File: src/rtl/dmaChanPkg.sv
package dmaChanPkg;

  // Configuration word field positions
  localparam int CFG_VALID  = 0;
  localparam int CFG_RELOAD = 1;
  localparam int CFG_START  = 2;
  localparam int CFG_SETA   = 4;
  localparam int CFG_SETB   = 5;
  localparam int CFG_WIDTH  = 8;   // [9:8]
  localparam int CFG_SINC   = 12;  // [13:12]
  localparam int CFG_DINC   = 14;  // [15:14]
  localparam int CFG_CNT    = 16;  // count-1 starts here

  typedef enum logic [2:0] {
    S_IDLE, S_FETCH, S_WAIT, S_RD, S_WR
  } dmaState_t;

  // Strobes from control to datapath
  typedef struct packed {
    logic       loadDirect;
    logic       loadLink;
    logic       fetchCap;
    logic [1:0] capIdx;
    logic       descRd;
    logic [1:0] rdIdx;
    logic       srcRd;
    logic       dstWr;
    logic       beatDone;
    logic       setDone;
    logic       setErr;
  } dmaStrobe_t;

  // log2 of beat width in bytes
  function automatic logic [1:0] widthLog(input logic [1:0] code);
    return (code == 2'd0) ? 2'd0 : (code == 2'd1) ? 2'd1 : 2'd2;
  endfunction

  // log2 of step multiplier for non-zero step codes
  function automatic logic [1:0] stepLog(input logic [1:0] code);
    return (code == 2'd3) ? 2'd2 : (code == 2'd2) ? 2'd1 : 2'd0;
  endfunction

endpackage

File: src/rtl/dmaChanCtrl.sv
module dmaChanCtrl
  import dmaChanPkg::*;
(
  input  logic       clk,
  input  logic       rstN,
  input  logic       descLoad,
  input  logic       fetchStart,
  input  logic       go,
  input  logic       abort,
  input  logic       cfgValid,
  input  logic       cfgStart,
  input  logic       cfgReload,
  input  logic       misaligned,
  input  logic       linkMisaligned,
  input  logic       lastBeat,
  output dmaStrobe_t st,
  output logic       active,
  output logic       busy
);

  dmaState_t state, nextState;
  logic [2:0] k, kNext;
  logic       abortHold;

  always_comb begin
    st = '0;
    nextState = state;
    kNext = k;
    unique case (state)
      S_IDLE: begin
        if (descLoad) begin
          st.loadDirect = 1'b1;
          nextState = S_WAIT;
        end else if (fetchStart) begin
          st.loadLink = 1'b1;
          nextState = S_FETCH;
          kNext = 3'd0;
        end
      end
      S_FETCH: begin
        if (abort) begin
          nextState = S_IDLE;
        end else if (k == 3'd0 && linkMisaligned) begin
          st.setErr = 1'b1;
          nextState = S_IDLE;
        end else begin
          if (k < 3'd4) begin
            st.descRd = 1'b1;
            st.rdIdx  = k[1:0];
          end
          if (k != 3'd0) begin
            st.fetchCap = 1'b1;
            st.capIdx   = 2'(k - 3'd1);
          end
          if (k == 3'd4) nextState = S_WAIT;
          else kNext = k + 3'd1;
        end
      end
      S_WAIT: begin
        if (abort) begin
          nextState = S_IDLE;
        end else if (cfgValid && (cfgStart || go)) begin
          if (misaligned) begin
            st.setErr = 1'b1;
            nextState = S_IDLE;
          end else begin
            nextState = S_RD;
          end
        end
      end
      S_RD: begin
        st.srcRd = 1'b1;
        nextState = S_WR;
      end
      S_WR: begin
        st.dstWr = 1'b1;
        st.beatDone = 1'b1;
        st.setDone = lastBeat;
        if (abort || abortHold) nextState = S_IDLE;
        else if (!lastBeat) nextState = S_RD;
        else if (cfgReload) begin
          nextState = S_FETCH;
          kNext = 3'd0;
        end else nextState = S_IDLE;
      end
      default: nextState = S_IDLE;
    endcase
  end

  always_ff @(posedge clk or negedge rstN) begin
    if (!rstN) begin
      state <= S_IDLE;
      k <= 3'd0;
      abortHold <= 1'b0;
    end else begin
      state <= nextState;
      k <= kNext;
      if (state == S_IDLE) abortHold <= 1'b0;
      else if (abort) abortHold <= 1'b1;
    end
  end

  assign busy   = (state != S_IDLE);
  assign active = (state == S_FETCH) || (state == S_RD) || (state == S_WR);

endmodule

File: src/rtl/dmaChanDatapath.sv
module dmaChanDatapath
  import dmaChanPkg::*;
#(
  parameter int AW    = 16,
  parameter int CNT_W = 10
) (
  input  logic              clk,
  input  logic              rstN,
  input  dmaStrobe_t        st,
  input  logic [31:0]       descCfg,
  input  logic [AW-1:0]     descSrcEnd,
  input  logic [AW-1:0]     descDstEnd,
  input  logic [AW-1:0]     descLink,
  input  logic [AW-1:0]     fetchAddr,
  input  logic [2:0]        flagClr,
  input  logic [31:0]       memRdata,
  output logic              memRe,
  output logic              memWe,
  output logic [AW-3:0]     memAddr,
  output logic [3:0]        memBe,
  output logic [31:0]       memWdata,
  output logic              cfgValid,
  output logic              cfgStart,
  output logic              cfgReload,
  output logic              misaligned,
  output logic              linkMisaligned,
  output logic              lastBeat,
  output logic [2:0]        flags,
  output logic [CNT_W+2:0]  remainBytes
);

  localparam int LW = CNT_W + 1;

  logic [31:0]   cfgReg;
  logic [AW-1:0] srcEnd, dstEnd, linkReg;
  logic [LW-1:0] xferLeft;

  logic [1:0] wCode, sCode, dCode, wLog;
  logic [2:0] sShift, dShift;
  logic [LW-1:0] remAfter;
  logic [AW-1:0] srcAddr, dstAddr;
  logic [1:0] wMask;
  logic [3:0] laneMask;
  logic [31:0] rdShift;
  logic cfgUnused;

  assign wCode = cfgReg[CFG_WIDTH +: 2];
  assign sCode = cfgReg[CFG_SINC +: 2];
  assign dCode = cfgReg[CFG_DINC +: 2];
  assign wLog  = widthLog(wCode);
  assign sShift = {1'b0, wLog} + {1'b0, stepLog(sCode)};
  assign dShift = {1'b0, wLog} + {1'b0, stepLog(dCode)};
  assign remAfter = xferLeft - LW'(1);

  // Count back from the end address by the beats still to come
  assign srcAddr = (sCode == 2'd0) ? srcEnd : srcEnd - (AW'(remAfter) << sShift);
  assign dstAddr = (dCode == 2'd0) ? dstEnd : dstEnd - (AW'(remAfter) << dShift);

  assign wMask = (wLog == 2'd0) ? 2'b00 : (wLog == 2'd1) ? 2'b01 : 2'b11;
  assign misaligned = |(srcEnd[1:0] & wMask) || |(dstEnd[1:0] & wMask);
  assign linkMisaligned = |linkReg[3:0];
  assign lastBeat = (xferLeft == LW'(1));

  assign cfgValid  = cfgReg[CFG_VALID];
  assign cfgStart  = cfgReg[CFG_START];
  assign cfgReload = cfgReg[CFG_RELOAD];
  assign cfgUnused = ^{cfgReg[31:CFG_CNT+CNT_W], cfgReg[11:10], cfgReg[7:6], cfgReg[3]};

  assign laneMask = (wLog == 2'd0) ? 4'h1 : (wLog == 2'd1) ? 4'h3 : 4'hF;
  assign rdShift  = memRdata >> {srcAddr[1:0], 3'b000};

  assign memRe    = st.descRd | st.srcRd;
  assign memWe    = st.dstWr;
  assign memBe    = laneMask << dstAddr[1:0];
  assign memWdata = rdShift << {dstAddr[1:0], 3'b000};

  always_comb begin
    if (st.descRd)     memAddr = linkReg[AW-1:2] + (AW-2)'(st.rdIdx);
    else if (st.srcRd) memAddr = srcAddr[AW-1:2];
    else               memAddr = dstAddr[AW-1:2];
  end

  assign remainBytes = (CNT_W+3)'(xferLeft) << wLog;

  always_ff @(posedge clk or negedge rstN) begin
    if (!rstN) begin
      cfgReg   <= '0;
      srcEnd   <= '0;
      dstEnd   <= '0;
      linkReg  <= '0;
      xferLeft <= '0;
      flags    <= '0;
    end else begin
      if (st.loadDirect) begin
        cfgReg   <= descCfg;
        srcEnd   <= descSrcEnd;
        dstEnd   <= descDstEnd;
        linkReg  <= descLink;
        xferLeft <= LW'(descCfg[CFG_CNT +: CNT_W]) + LW'(1);
      end else if (st.loadLink) begin
        linkReg <= fetchAddr;
      end else if (st.fetchCap) begin
        unique case (st.capIdx)
          2'd0: begin
            cfgReg   <= memRdata;
            xferLeft <= LW'(memRdata[CFG_CNT +: CNT_W]) + LW'(1);
          end
          2'd1: srcEnd  <= memRdata[AW-1:0];
          2'd2: dstEnd  <= memRdata[AW-1:0];
          default: linkReg <= memRdata[AW-1:0];
        endcase
      end else if (st.beatDone) begin
        xferLeft <= xferLeft - LW'(1);
      end
      flags <= (flags & ~flagClr)
             | {st.setErr,
                st.setDone & cfgReg[CFG_SETB],
                st.setDone & cfgReg[CFG_SETA]};
    end
  end

endmodule

File: src/rtl/dmaChannel.sv
module dmaChannel
  import dmaChanPkg::*;
#(
  parameter int AW    = 16,
  parameter int CNT_W = 10
) (
  input  logic             clk,
  input  logic             rstN,
  input  logic             descLoad,
  input  logic [31:0]      descCfg,
  input  logic [AW-1:0]    descSrcEnd,
  input  logic [AW-1:0]    descDstEnd,
  input  logic [AW-1:0]    descLink,
  input  logic             fetchStart,
  input  logic [AW-1:0]    fetchAddr,
  input  logic             go,
  input  logic             abort,
  input  logic [2:0]       flagClr,
  output logic             memRe,
  output logic             memWe,
  output logic [AW-3:0]    memAddr,
  output logic [3:0]       memBe,
  output logic [31:0]      memWdata,
  input  logic [31:0]      memRdata,
  output logic             intA,
  output logic             intB,
  output logic             errFlag,
  output logic             active,
  output logic             busy,
  output logic [CNT_W+2:0] remainBytes
);

  dmaStrobe_t st;
  logic cfgValid, cfgStart, cfgReload, misaligned, linkMisaligned, lastBeat;
  logic [2:0] flags;

  dmaChanCtrl u_ctrl (
    .clk(clk), .rstN(rstN), .descLoad(descLoad), .fetchStart(fetchStart),
    .go(go), .abort(abort), .cfgValid(cfgValid), .cfgStart(cfgStart),
    .cfgReload(cfgReload), .misaligned(misaligned),
    .linkMisaligned(linkMisaligned), .lastBeat(lastBeat),
    .st(st), .active(active), .busy(busy)
  );

  dmaChanDatapath #(.AW(AW), .CNT_W(CNT_W)) u_dp (
    .clk(clk), .rstN(rstN), .st(st), .descCfg(descCfg),
    .descSrcEnd(descSrcEnd), .descDstEnd(descDstEnd), .descLink(descLink),
    .fetchAddr(fetchAddr), .flagClr(flagClr), .memRdata(memRdata),
    .memRe(memRe), .memWe(memWe), .memAddr(memAddr), .memBe(memBe),
    .memWdata(memWdata), .cfgValid(cfgValid), .cfgStart(cfgStart),
    .cfgReload(cfgReload), .misaligned(misaligned),
    .linkMisaligned(linkMisaligned), .lastBeat(lastBeat),
    .flags(flags), .remainBytes(remainBytes)
  );

  assign intA    = flags[0];
  assign intB    = flags[1];
  assign errFlag = flags[2];

endmodule

File: config.mk
export PLATFORM = sky130hd
export DESIGN_NAME = dmaChannel
export DESIGN_NICKNAME = d
export VERILOG_FILES = /design/src/rtl/dmaChanPkg.sv /design/src/rtl/dmaChanCtrl.sv /design/src/rtl/dmaChanDatapath.sv /design/src/rtl/dmaChannel.sv
export SDC_FILE = /design/constraint.sdc
export NUM_CORES = 1
export LEC_CHECK = 0
export BUFFER_PORTS_ARGS = -buffer_cell sky130_fd_sc_hd__buf_2
export CORE_MARGIN = 2
export CORE_UTILIZATION = 48
export DETAILED_ROUTE_END_ITERATION = 8
export PLACE_DENSITY = 0.7
export SYNTH_ARGS = -nofsm -noshare
export SYNTH_HDL_FRONTEND = slang
export SYNTH_SLANG_ARGS = --single-unit
export TNS_END_PERCENT = 100
File: constraint.sdc
create_clock -name clk -period 6.12 [get_ports clk]
set_input_delay 1.224 -clock clk [delete_from_list [all_inputs] [get_ports clk]]
set_output_delay 1.224 -clock clk [all_outputs]
set_load 0.02 [all_outputs]
After elaboration in Yosys (flattened, before gate mapping)
Index checks and enable logic that the tools add are counted.
{"block": "op_classes", "n_addsub": 10, "order_cmp": 1, "eq_ne": 28, "n_shift": 6, "muxes": 75, "bitwise_logic": 8, "reduce_logical": 35}
{"cell": "$mux 16", "n": 18}
{"cell": "$mux 3", "n": 20}
{"cell": "$mux 11", "n": 5}
{"cell": "$shl 11x3->16", "n": 2}
{"cell": "$shl 32x5->32", "n": 1}
{"cell": "$shr 32x5->32", "n": 1}
{"cell": "$sub 16x16->16", "n": 2}
{"cell": "$mux 14", "n": 2}
{"cell": "$add 10x1->11 const B", "n": 2}
{"cell": "$mux 6", "n": 3}
{"cell": "$mux 2", "n": 8}
{"cell": "$pmux 3 s5", "n": 1}
{"cell": "$reduce_and 3->1", "n": 5}
{"cell": "$reduce_bool 3->1", "n": 5}
{"cell": "$add 14x2->14", "n": 1}
{"cell": "$mux 1", "n": 14}
{"cell": "$shl 11x2->13", "n": 1}
{"cell": "$ne 2x2->1 const B", "n": 6}
{"cell": "$eq 11x1->1 const B", "n": 1}
{"cell": "$sub 11x1->11 const B", "n": 1}
{"cell": "$eq 2x2->1 const B", "n": 5}
{"cell": "$logic_not 2->1", "n": 5}
{"cell": "$reduce_bool 2->1", "n": 5}
{"cell": "$pmux 3 s3", "n": 1}
{"cell": "other kinds (30)", "n": 48}
{"block": "totals", "reg_bits": 85, "in_bits": 137, "out_inout_bits": 70, "word_cells": 172}

Depth between registers and ports, before layout
{"block": "depth", "depth_word": 14, "depth_mapped": 20, "mapped_depth_nobuf": 18}

Hierarchy
Synthesis repeated with hierarchy kept, for this count alone.
{"block": "unflattened", "cells_unflattened": 1223, "area_unflattened_um2": 8879.8}
{"module": "dmaChanDatapath", "n_inst": 1, "cells_per_inst": 1152, "area_per_inst_um2": 8270.4, "seq_area_each_um2": 1826.8}
{"module": "dmaChanCtrl", "n_inst": 1, "cells_per_inst": 71, "area_per_inst_um2": 609.3, "seq_area_each_um2": 175.2}

Worst setup path before layout
OpenSTA, ideal clock, no wires.
{"block": "synth_path", "path_kind": "flip-flop to output port", "from": "register u_dp.cfgReg[8]", "to": "output memAddr[11]", "arrival_ns": 4.681, "required_ns": 4.896, "path_slack_ns": 0.215, "path_stages_with_launch": 18, "n_path_buf": 3, "cell_sequence": "dfrtp_1 clkbuf_1 nor2b_1 ha_1 fa_1 clkbuf_1 buf_1 mux2i_1 or2_2 ha_1 o21a_1 o31a_1 o41a_1 a221oi_1 o21ai_0 mux2i_1 a21oi_1 a211oi_1"}
{"block": "synth_via", "elab_chain_len": 9, "elab_cells_between_ends": 14, "classes_between": "add/sub (4); eq/ne (1); shift (2); mux (6); reduce/logical (1)"}
{"element": "start, declared", "line": "dmaChanDatapath.sv:34", "text": "logic [31:0] cfgReg;"}
{"element": "start signal, assigned", "line": "dmaChanDatapath.sv:95", "text": "cfgReg <= descCfg;"}
{"element": "start signal, assigned", "line": "dmaChanDatapath.sv:105", "text": "cfgReg <= memRdata;"}
{"element": "$eq 2x1->1", "line": "dmaChanPkg.sv:35", "text": "return (code == 2'd0) ? 2'd0 : (code == 2'd1) ? 2'd1 : 2'd2;"}
{"element": "$mux 2", "line": "dmaChanPkg.sv:35"}
{"element": "$mux 2 (*)", "line": "dmaChanPkg.sv:35"}
{"element": "$add 2x2->3, on equally long branches", "line": "dmaChanDatapath.sv:52, dmaChanDatapath.sv:51"}
{"element": "$shl 11x3->16, on equally long branches", "line": "dmaChanDatapath.sv:57, dmaChanDatapath.sv:56"}
{"element": "$sub 16x16->16, on equally long branches", "line": "dmaChanDatapath.sv:57, dmaChanDatapath.sv:56"}
{"element": "$mux 16, on equally long branches", "line": "dmaChanDatapath.sv:57, dmaChanDatapath.sv:56"}
{"element": "$mux 14 (*)", "line": "dmaChanDatapath.sv:79", "text": "else if (st.srcRd) memAddr = srcAddr[AW-1:2];"}
{"element": "$mux 14 (*)", "line": "dmaChanDatapath.sv:78", "text": "if (st.descRd) memAddr = linkReg[AW-1:2] + (AW-2)'(st.rdIdx);"}
{"element": "end, declared", "line": "dmaChannel.sv:21", "text": "output logic [AW-3:0] memAddr,"}
Mark *: on every way between the ends. The rest lies on a longest branch, timed or not.

Final worst setup path
{"block": "layout_path", "from": "register u_dp.xferLeft[7]", "to": "output memAddr[9]"}
{"block": "layout_via", "elab_chain_len": 6, "elab_cells_between_ends": 9, "classes_between": "add/sub (3); shift (2); mux (4)"}
{"element": "start, declared", "line": "dmaChanDatapath.sv:36", "text": "logic [LW-1:0] xferLeft;"}
{"element": "start signal, assigned", "line": "dmaChanDatapath.sv:99", "text": "xferLeft <= LW'(descCfg[CFG_CNT +: CNT_W]) + LW'(1);"}
{"element": "start signal, assigned", "line": "dmaChanDatapath.sv:106", "text": "xferLeft <= LW'(memRdata[CFG_CNT +: CNT_W]) + LW'(1);"}
{"element": "start signal, assigned", "line": "dmaChanDatapath.sv:113", "text": "xferLeft <= xferLeft - LW'(1);"}
{"element": "$sub 11x1->11 (*)", "line": "dmaChanDatapath.sv:53", "text": "assign remAfter = xferLeft - LW'(1);"}
{"element": "$shl 11x3->16, on equally long branches", "line": "dmaChanDatapath.sv:57, dmaChanDatapath.sv:56"}
{"element": "$sub 16x16->16, on equally long branches", "line": "dmaChanDatapath.sv:57, dmaChanDatapath.sv:56"}
{"element": "$mux 16, on equally long branches", "line": "dmaChanDatapath.sv:57, dmaChanDatapath.sv:56"}
{"element": "$mux 14 (*)", "line": "dmaChanDatapath.sv:79"}
{"element": "$mux 14 (*)", "line": "dmaChanDatapath.sv:78"}
Marks and branches as above.

==> impl_metrics.toml <==
[worst_setup_path]
cp_data_required_time_ns = 4.90
start_kind = "flop"
slowest_stage = "or4_4"
critPathKind = "flop to primary output"
worstPathMaxFanout = 7
max_stage_delay_ns = 0.57
crit_path_end_kind = "primary output"
critical_path.cell_chain = "or4_4 -> or4_4 -> xnor2_4 -> nand2b_1 -> a21boi_0 -> mux2_2 -> o21ai_0 -> ha_1 -> a21boi_0 -> a221oi_2 -> o21ai_0 -> o31ai_1 -> a31o_2 -> buf_2"
crit_family = "compound AO/OA/AOI/OAI gates"
cp_data_arrival_time_ns = 4.72
critPathBufInv = 1

[detailed_routing]
wl_per_cell_microns = 20.7
drtPass1Iterations = 5
viasPerCell = 6.05
routed_wl_microns = 32900
ant_nets = 0
vias = 9603
drc_errors = 0
drtIter0Drc = 857

[cts]
cts_htree_levels = 3
clkTransAtPathRegs_ns = 0.07
cts_root_buf = "clkbuf_16"
tritoncts = "done"
cts_buffers = 9
clk_latency_ns = 0.36
cts_buffer_depth = 2
clock_sinks = 80
hold_buffers = 0

[yosys]
synth_top_cell_area_share_pct = 23.2
yosys.area.top_type = "dfrtp_1"
synth_warnings = 0
synth_top_flop_cell = "dfrtp_1"
ys_seq_area_share_pct = 23.2
ys_ff_latch = 80
synthTopCellsByArea = "dfrtp_1 23%, nand2_1 7.1%, mux2i_1 7.0%"
synth.distinct_cells = 64
synth.net_count = 1368
synth_area_sq_um = 8630
synthArstFlopShare_pct = 100
syn_inst = 1186
synth-edff-count = 0
syn-mean-instance-area_sq_um = 7.28

[layout]
nFillCells = 1713
fin_nets = 1534
final_cell_mix = "194 x buf_2, 164 x nand2_1, 118 x nor2_1"
drive_gt1_share_pct = 21.3
area_delta_synth_final_pct = 18.6
mostFrequentLayoutCell = "buf_2"

[grt]
grt_usage_pct = 32.9
grt_pass1_vias = 8744
grt_pass1_wl_microns = 49300
grt_max_degree = 52
antenna_found_initial = 1
gr-total-overflow = 0

[floorplan]
die-area_sq_um = 19100
core-area_sq_um = 17800
num_io_pins = 207
rows = 49
start_util_pct = 48.6
die_w_microns = 138
die_y_microns = 138

[timing]
setup_viol = 0
slew_violations = 0
rsz0062_at_grt = "false"
hold_viol_final = 0
clock.fmax_mhz = 168
setup_slack_ns = 0.180
min_period_ns = 5.94
worst_clock_skew_ns = 0.0139
finalSetupTns_ns = 0
post-route-period-util_pct = 97.1
tightest_slew_ns = 1.15
slew_headroom_pct = 23.1

[placed_design]
port_buffers = 195
gp_routability_congestion = 0.977
hpwl_microns = 25900
pre_cts_ws_ns = 0.480

[run_status]
status = "complete, no violations"

[hold_path]
hp-class = "flop to flop"

[job]
drv_cap = 0
==> synthesized netlist by cell type (all sizes together) (3+ instances only) <==
cell type,n
mux2i,60
dfrtp,80
o31a,5
and2,32
nor3,23
nand3,23
o311ai,3
ha,40
a22oi,34
inv,33
or2,8
xnor2,26
nor2b,13
fa,5
o21ai,107
or3,4
a21oi,111
o21bai,8
o31ai,5
o21a,11
o211ai,11
a21o,5
a31oi,25
nor4,5
and3,11
a31o,3
or4,4
nand4,3
mux2,12
nor2,118
nand2,164
clkbuf,62
a32oi,3
nand2b,12
buf,13
a21boi,5
a221oi,5
a211oi,11
o221ai,4
o22ai,30
xor2,28
==> state kept, by name (all words and copies together), names as in the netlist <==
register          flops
u_dp.cfgReg          11
u_ctrl.state          3
u_dp.xferLeft        11
u_ctrl.abortHold      1
u_dp.dstEnd          16
u_dp.linkReg         16
u_ctrl.k              3
u_dp.flags            3
u_dp.srcEnd          16
==> cell type report <==
type	count	area (sq um)	share of cell area (%)
Timing Repair Buffer	230	1240	12.1
Sequential cell	80	2000	19.6
Inverter	33	124	1.21
Antenna cell	1	2.50	0.0244
Tap cell	229	287	2.80
Clock buffer	11	233	2.27
Multi-Input combinational cell	998	6310	61.6
Clock inverter	5	41.3	0.403
==> timing repair <==
| action | in CTS | in global routing |
|---|---|---|
| endpoints found under the setup margin | 0 | 7 |
| gates resized for setup | 0 | 12 |
| setup buffers | 0 | 1 |
==> logic make-up (layout without fill, tap and decap cells) <==
logic type      after synthesis  count (layout)  share of synthesized area [%]
simple gates                427             427                           22.4
other cells                   0               1                              0
mux                          72              72                           8.52
compound gates              400             400                           28.4
fa+ha+maj                    45              45                           6.96
flops                        80              80                           23.2
xor+xnor                     54              54                           5.78
buf+inv                     108             279                           4.78
==> path summary, 6_finish.rpt <==
kind | cells past startpoint | endpoint | slack, ns | from
min in group asynchronous | 1 | u_dp.linkReg[7]$_DFFE_PN0P_ | 0.79 | rstN
worst min register to register | 2 | u_dp.cfgReg[2]$_DFFE_PN0P_ | 0.48 | u_dp.cfgReg[2]$_DFFE_PN0P_
worst max register to register | 6 | u_dp.linkReg[15]$_DFFE_PN0P_ | 2.61 | u_ctrl.state[2]$_DFFE_PN0P_
worst max-delay path | 14 | memAddr[9] | 0.18 | u_dp.xferLeft[7]$_DFFE_PN0P_
max in group asynchronous | 2 | u_dp.xferLeft[3]$_DFFE_PN0P_ | 4.27 | rstN
worst min-delay path | 2 | u_dp.cfgReg[2]$_DFFE_PN0P_ | 0.48 | u_dp.cfgReg[2]$_DFFE_PN0P_
==> worst reg2reg max path, cell delays in order (launching register included) <==
cell	delay [ns]
dfrtp_1	0.48
nor2b_1	0.38
nand2b_1	0.19
nor2_1	0.44
o21ai_1	0.46
o31ai_4	1.03
mux2_2	0.42
==> per-layer routing <==
metal  track usage (%)  up-vias  share of wire [%]
li1                  -     4618                  -
met3              4.71       46                7.9
met1              46.0     4500                 43
met4              10.2        0                2.8
met2              53.1      439                 46
met5                 0        -                  0
==> per-stage QoR <==
stage               cells  cell area [sq um]  hold slack (ns)  util, %
global route         1586              10200            0.524     57.6
CTS                  1585              10200            0.483     57.2
detailed placement   1569               9900            0.468     55.7
global placement     1569               9900            0.461     55.7
floorplan            1186               8630            0.444        -
finish               1587              10200            0.482     57.6
Power is left out: the tool's default activity adds up to more than one toggle a clock period on the data nets, which glitch-free logic cannot reach.
